--- src/rtl/modctr_pkg.sv ---
package modctr_pkg;
  localparam int PSC_W = 8;

  typedef enum logic [1:0] {
    CS_OFF       = 2'b00,
    CS_PIN_FALL  = 2'b01,
    CS_PIN_RISE  = 2'b10,
    CS_PRESC     = 2'b11
  } clk_sel_e;

  typedef enum logic [1:0] {
    LE_OFF  = 2'b00,
    LE_RISE = 2'b01,
    LE_FALL = 2'b10,
    LE_BOTH = 2'b11
  } load_edge_e;

  typedef struct packed {
    logic               fren;
    load_edge_e         edg;
    clk_sel_e           sel;
    logic [PSC_W-1:0]   psc;
  } ctrl_t;

  localparam int CTRL_W = $bits(ctrl_t);
  localparam int RD_W   = CTRL_W + 2;
endpackage

--- src/rtl/modctr_edge_sync.sv ---
module modctr_edge_sync #(
  parameter int STAGES = 2
) (
  input  logic clk,
  input  logic rst_n,
  input  logic pin,
  output logic level,
  output logic rise,
  output logic fall
);
  // sh[STAGES-1] is the synchronized level, sh[STAGES] its one-clock-old copy
  logic [STAGES:0] sh;

  always_ff @(posedge clk or negedge rst_n) begin
    if (!rst_n) sh <= '0;
    else        sh <= {sh[STAGES-1:0], pin};
  end

  assign level = sh[STAGES-1];
  assign rise  = sh[STAGES-1] & ~sh[STAGES];
  assign fall  = ~sh[STAGES-1] & sh[STAGES];
endmodule

--- src/rtl/modctr_prescaler.sv ---
module modctr_prescaler #(
  parameter int W = 8
) (
  input  logic         clk,
  input  logic         rst_n,
  input  logic         run,
  input  logic         start_load,
  input  logic [W-1:0] load_val,
  input  logic [W-1:0] reload_val,
  output logic         tick
);
  logic [W-1:0] pcnt;

  assign tick = run & (&pcnt);

  always_ff @(posedge clk or negedge rst_n) begin
    if (!rst_n)          pcnt <= '0;
    else if (start_load) pcnt <= load_val;
    else if (run) begin
      if (&pcnt) pcnt <= reload_val;
      else       pcnt <= pcnt + 1'b1;
    end
  end

  // after an overflow the prescaler restarts from the stored reload value
  a_r4_reload_on_overflow: assert property (@(posedge clk) disable iff (!rst_n)
    (tick && !start_load) |=> (pcnt == $past(reload_val)));
endmodule

--- src/rtl/modctr_counter.sv ---
module modctr_counter #(
  parameter int W = 16
) (
  input  logic         clk,
  input  logic         rst_n,
  input  logic         frozen,
  input  logic         tick,
  input  logic         pin_load,
  input  logic [W-1:0] latch,
  output logic [W-1:0] cnt,
  output logic         ovf
);
  always_ff @(posedge clk or negedge rst_n) begin
    if (!rst_n) begin
      cnt <= '0;
      ovf <= 1'b0;
    end else begin
      ovf <= 1'b0;
      if (!frozen) begin
        if (pin_load) cnt <= latch;
        else if (tick) begin
          if (&cnt) begin
            cnt <= latch;
            ovf <= 1'b1;
          end else begin
            cnt <= cnt + 1'b1;
          end
        end
      end
    end
  end

  a_r8_freeze_hold: assert property (@(posedge clk) disable iff (!rst_n)
    frozen |=> (cnt == $past(cnt)));

  a_r7_pin_load_wins: assert property (@(posedge clk) disable iff (!rst_n)
    (!frozen && pin_load) |=> (cnt == $past(latch) && !ovf));

  a_r5_ovf_reload: assert property (@(posedge clk) disable iff (!rst_n)
    ovf |-> (cnt == $past(latch)));

  a_r2_no_source_hold: assert property (@(posedge clk) disable iff (!rst_n)
    (!tick && !pin_load) |=> (cnt == $past(cnt)));
endmodule

--- src/rtl/modctr_top.sv ---
module modctr_top
  import modctr_pkg::*;
#(
  parameter int CNT_W       = 16,
  parameter int SYNC_STAGES = 2
) (
  input  logic              clk,
  input  logic              rst_n,
  input  logic              freeze_in,
  input  logic              clk_pin,
  input  logic              load_pin,
  input  logic              ctrl_we,
  input  logic [CTRL_W-1:0] ctrl_wdata,
  input  logic              latch_we,
  input  logic [CNT_W-1:0]  latch_wdata,
  output logic [RD_W-1:0]   ctrl_rdata,
  output logic [CNT_W-1:0]  latch_rdata,
  output logic [CNT_W-1:0]  count_out,
  output logic              ovf_pulse
);
  ctrl_t            ctrl_q;
  ctrl_t            wr;
  logic [CNT_W-1:0] latch_q;
  logic             cp_lvl, cp_rise, cp_fall;
  logic             lp_lvl, lp_rise, lp_fall;
  logic             frozen, src_tick, psc_tick, pin_load, start_load, psc_run;

  assign wr = ctrl_t'(ctrl_wdata);

  always_ff @(posedge clk or negedge rst_n) begin
    if (!rst_n) begin
      ctrl_q  <= '0;
      latch_q <= '0;
    end else begin
      if (ctrl_we)  ctrl_q  <= wr;
      if (latch_we) latch_q <= latch_wdata;
    end
  end

  modctr_edge_sync #(.STAGES(SYNC_STAGES)) u_cp_sync (
    .clk(clk), .rst_n(rst_n), .pin(clk_pin),
    .level(cp_lvl), .rise(cp_rise), .fall(cp_fall));

  modctr_edge_sync #(.STAGES(SYNC_STAGES)) u_lp_sync (
    .clk(clk), .rst_n(rst_n), .pin(load_pin),
    .level(lp_lvl), .rise(lp_rise), .fall(lp_fall));

  assign frozen     = ctrl_q.fren & freeze_in;
  assign psc_run    = (ctrl_q.sel == CS_PRESC) & ~frozen;
  assign start_load = ctrl_we & (wr.sel == CS_PRESC) & (ctrl_q.sel != CS_PRESC);

  modctr_prescaler #(.W(PSC_W)) u_psc (
    .clk(clk), .rst_n(rst_n), .run(psc_run), .start_load(start_load),
    .load_val(wr.psc), .reload_val(ctrl_q.psc), .tick(psc_tick));

  always_comb begin
    unique case (ctrl_q.sel)
      CS_PIN_FALL: src_tick = cp_fall;
      CS_PIN_RISE: src_tick = cp_rise;
      CS_PRESC:    src_tick = psc_tick;
      default:     src_tick = 1'b0;
    endcase
    unique case (ctrl_q.edg)
      LE_RISE: pin_load = lp_rise;
      LE_FALL: pin_load = lp_fall;
      LE_BOTH: pin_load = lp_rise | lp_fall;
      default: pin_load = 1'b0;
    endcase
  end

  modctr_counter #(.W(CNT_W)) u_cnt (
    .clk(clk), .rst_n(rst_n), .frozen(frozen), .tick(src_tick),
    .pin_load(pin_load), .latch(latch_q), .cnt(count_out), .ovf(ovf_pulse));

  assign ctrl_rdata  = {lp_lvl, cp_lvl, ctrl_q};
  assign latch_rdata = latch_q;
endmodule

--- config.mk ---
export PLATFORM = sky130hd
export DESIGN_NAME = modctr_top
export DESIGN_NICKNAME = d
export VERILOG_FILES = /design/src/rtl/modctr_pkg.sv /design/src/rtl/modctr_edge_sync.sv /design/src/rtl/modctr_prescaler.sv /design/src/rtl/modctr_counter.sv /design/src/rtl/modctr_top.sv
export SDC_FILE = /design/constraint.sdc
export NUM_CORES = 1
export LEC_CHECK = 0
export ABC_CLOCK_PERIOD_IN_PS = 3300
export BUFFER_PORTS_ARGS = -buffer_cell sky130_fd_sc_hd__buf_2
export CORE_MARGIN = 5
export CORE_UTILIZATION = 52
export DETAILED_ROUTE_END_ITERATION = 7
export PLACE_DENSITY = 0.79
export SYNTH_ARGS = -nofsm -noshare
export SYNTH_HDL_FRONTEND = slang
export SYNTH_HIERARCHICAL = 1
export SYNTH_SLANG_ARGS = --single-unit
--- constraint.sdc ---
create_clock -name clk -period 3.3 [get_ports clk]
set_clock_uncertainty 0.05 [all_clocks]
set_input_delay 0 -clock clk [delete_from_list [all_inputs] [get_ports clk]]
set_output_delay 0 -clock clk [all_outputs]
set_load 0.005 [all_outputs]
==> key figures <==
Run status
  • Status: completed

Routing
  • Total iterations of the first detailed-routing run: 4
  • Vias: 2666
  • Avg WL per Cell: 16.2 µm
  • Violation count after the first detailed-route iteration: 143
  • WL final: 7580 µm
  • # DRC: 0
  • Vias/cell: 5.71
  • Post-route ant nets: 0

GRT
  • Gr ovfl total: 0
  • Vias in the first global route: 2619
  • First-pass GRT wire length: 12700 µm
  • Largest net degree at the start of global routing: 35
  • All-Layer GR Usage: 21.5%
  • Initial antenna violation count: 0

Finish
  • P&R area growth vs syn: 30.6%
  • Final cell count without fillers: 467
  • Antenna cells: 0
  • Post-layout util: 69.0%
  • Nets: 425
  • # fillers: 439
  • Share of post-route cells with drive strength above 1: 37.0%

STA
  • Setup_tns: 0 ns
  • RSZ-0062 raised after global routing: no
  • Least-Margin Pin Slew: 0.748 ns
  • Fmax: 375 MHz
  • Slew headroom: 50.1%
  • Final Hold Fails: 0
  • Final critical-path required period: 2.67 ns
  • Final setup margin: 0.635 ns
  • Final Setup Violations: 0
  • Slew Viols, Final: 0
  • Crit share post-route: 80.8%

Place
  • GPL Wtd Cong: 0.848
  • Placed cells: 419
  • Post-DP HPWL: 5170 µm
  • PortBufs: 83
  • DP Worst Slack: 0.662 ns

Pwr
  • Pleak: 1.87 nW
  • VDD IR-drop max: 0.334 mV
  • Total power: 2.47 mW
  • Power per cell area: 612 nW/µm²

Hold path
  • Min-delay worst type: in2reg

Floorplan
  • Ports: 84
  • Die width: 87.1 µm
  • Initial Util: 52.9%
  • Core area: 5850 µm²
  • Die ar.: 7590 µm²
  • Die span in y: 87.1 µm
  • Cell row count: 28

Logic synthesis
  • Mapped Nets: 312
  • Number of synthesized flops with an enable pin: 0
  • Post-synthesis xor/xnor area fraction: 0.566%
  • Post-Synth Adder-Cell Area: 0.809%
  • Syn Std Cell Area: 3090 µm²
  • Synth Area in Compound Gates: 11.4%
  • Post-synthesis simple-gate area fraction: 18.6%
  • Sequential element share of the synthesized area: 48.5%
  • Largest family of logic cells by synthesized area: simple AND/OR/NAND/NOR gates
  • Mux cell area share after synthesis: 14.7%
  • Yosys reg bits: 60
  • Ys async rst share: 100%
  • Synth cell types: 60
  • Main synth FF type: dfrtp_1
  • Syn Inst Count: 274
  • Post-Syn Area per Cell: 11.3 µm²
  • Synth warnings: 6

Clock network
  • Post-CTS Hold Buffers: 32
  • H-tree levels: 3
  • Maximum root-to-sink buffer count: 2
  • Num CTS Buffers: 9
  • Setup bufs post-CTS: 0
  • Worst-skew pair later-pin latency: 0.34 ns
  • Clock Sink Count: 60
  • Post-cts repair resize count: 0
  • CTS tree: built
  • Clk root buf: clkbuf_8
  • Clk pin slew, worst setup/hold paths: 0.06 ns

Setup path
  • CP max stage delay: 0.43 ns
  • Crit-path cells: ha_1, nand4_4, nor2_1, mux2i_1, mux2i_1, nor2_1, or2_0, buf_4, o311ai_0
  • Number of buffer and inverter stages on the critical path: 1
  • Setup crit end kind: flip-flop
  • Critical path required time: 3.45 ns
  • Critical path type: reg2reg
  • Crit-path slowest cell: or2_0
  • Setup crit start kind: flip-flop
  • Data arrival, critical path: 2.82 ns
  • Critical path's top delay family: simple AND/OR/NAND/NOR gates
  • Crit-path max FO: 12

Job
  • Maxcap violations: 0
cell type report:
cell class | count | area, µm² | share of cell area, %
clock buffers | 11 | 141 | 3.50
inverters | 6 | 22.5 | 0.558
well taps | 75 | 93.8 | 2.32
multi-input cells | 189 | 1420 | 35.3
flip-flops and latches | 60 | 1500 | 37.2
repair buffers | 121 | 781 | 19.3
clock inverters | 5 | 75.1 | 1.86
sequential cells by signal, summed over array words and instances (netlist names):
name,flops
latch_rdata,16
u_cnt/cnt,16
ctrl_rdata,13
u_psc/pcnt,8
u_cp_sync/sh,3
u_lp_sync/sh,3
u_cnt/ovf,1
path summary, 6_finish.rpt:
kind | slack (ns) | to | startpoint | depth (start not counted)
max in group asynchronous | 2.16 | u_psc/pcnt[6] | rst_n | 3
worst min-delay path | 0.1 | u_cnt/ovf | freeze_in | 5
min in group asynchronous | 0.21 | ctrl_rdata[7] | rst_n | 2
worst max register to register | 0.63 | u_cnt/cnt[0] | u_psc/pcnt[0] | 9
worst min register to register | 0.30 | u_lp_sync/sh[1] | u_lp_sync/sh[0] | 0
worst max-delay path | 0.63 | u_cnt/cnt[0] | u_psc/pcnt[0] | 9
per-layer routing:
layer,vias up,share of wire (%),wire [µm],GRT usage [%]
li1,1242,-,-,-
met1,1321,42,3200,28.5
met2,89,49,3720,33.6
met3,14,6.6,500,5.58
met4,0,2.1,163,8.79
met5,-,0,0,0
tightest hold or removal path, delay by kind of cell:
family,cells,cell delay [ns]
buffers and inverters,1,0.08
and+or+nand+nor,4,0.38
cell usage after synthesis (all sizes together) (3+ instances only):
| cell | count | area (µm²) |
|---|---|---|
| and4 | 5 | 45.0 |
| buf | 13 | 121 |
| and3 | 5 | 37.5 |
| nor3 | 6 | 30.0 |
| mux2i | 9 | 90.1 |
| inv | 6 | 22.5 |
| nand2 | 15 | 56.3 |
| nand3 | 23 | 115 |
| nand3b | 3 | 22.5 |
| a21oi | 11 | 62.6 |
| mux2 | 29 | 364 |
| o311ai | 3 | 26.3 |
| nor2b | 4 | 32.5 |
| nand4 | 6 | 67.6 |
| clkbuf | 6 | 23.8 |
| dfrtp | 60 | 1500 |
| nor4 | 3 | 18.8 |
| nor2 | 13 | 48.8 |
| o21ai | 14 | 70.1 |
| o211ai | 3 | 22.5 |
| nor3b | 4 | 30.0 |
power breakdown:
| part | total [mW] | internal (mW) | switching, mW |
|---|---|---|---|
| clock | 0.734 | 0.442 | 0.292 |
| sequential | 1.09 | 0.892 | 0.202 |
| combinational | 0.642 | 0.336 | 0.307 |
per-stage QoR:
stage	hold WS (ns)	area, µm²
2_1_floorplan	-0.346	3090
3_3_place_gp	0.0515	3500
3_5_place_dp	0.0562	3500
4_1_cts	0.0892	4040
5_1_grt	0.110	4040
6_report	0.0975	4040
cell families after synthesis:
kind of cell / count (synthesis)
AOI/OAI and AO/OA: 50
xor gates and xnor gates: 2
adders and majority gates: 2
buffers and inverters: 25
DFF: 60
muxes: 38
and+or+nand+nor: 97
placed cells by master, fill, tap and decap left out, types with 3 or more instances in the layout:
master / synthesis / layout
clkbuf_8: 0 / 10
clkinv_2: 0 / 3
nor4_1: 3 / 3
nand4_1: 4 / 4
mux2_2: 19 / 19
buf_4: 3 / 6
o211ai_1: 3 / 3
mux2_4: 10 / 10
nand3b_1: 3 / 3
nor2_1: 13 / 13
dfrtp_1: 60 / 60
dlygate4sd3_1: 0 / 32
buf_2: 3 / 83
inv_1: 6 / 6
mux2i_1: 9 / 9
and4_1: 4 / 4
and3_1: 3 / 3
nand3_1: 23 / 23
o21ai_0: 14 / 14
a21oi_1: 9 / 9
nand2_1: 15 / 15
nor3b_1: 4 / 4
nor3_1: 6 / 6
nor2b_1: 3 / 3
(Power assumes the default switching activity.)
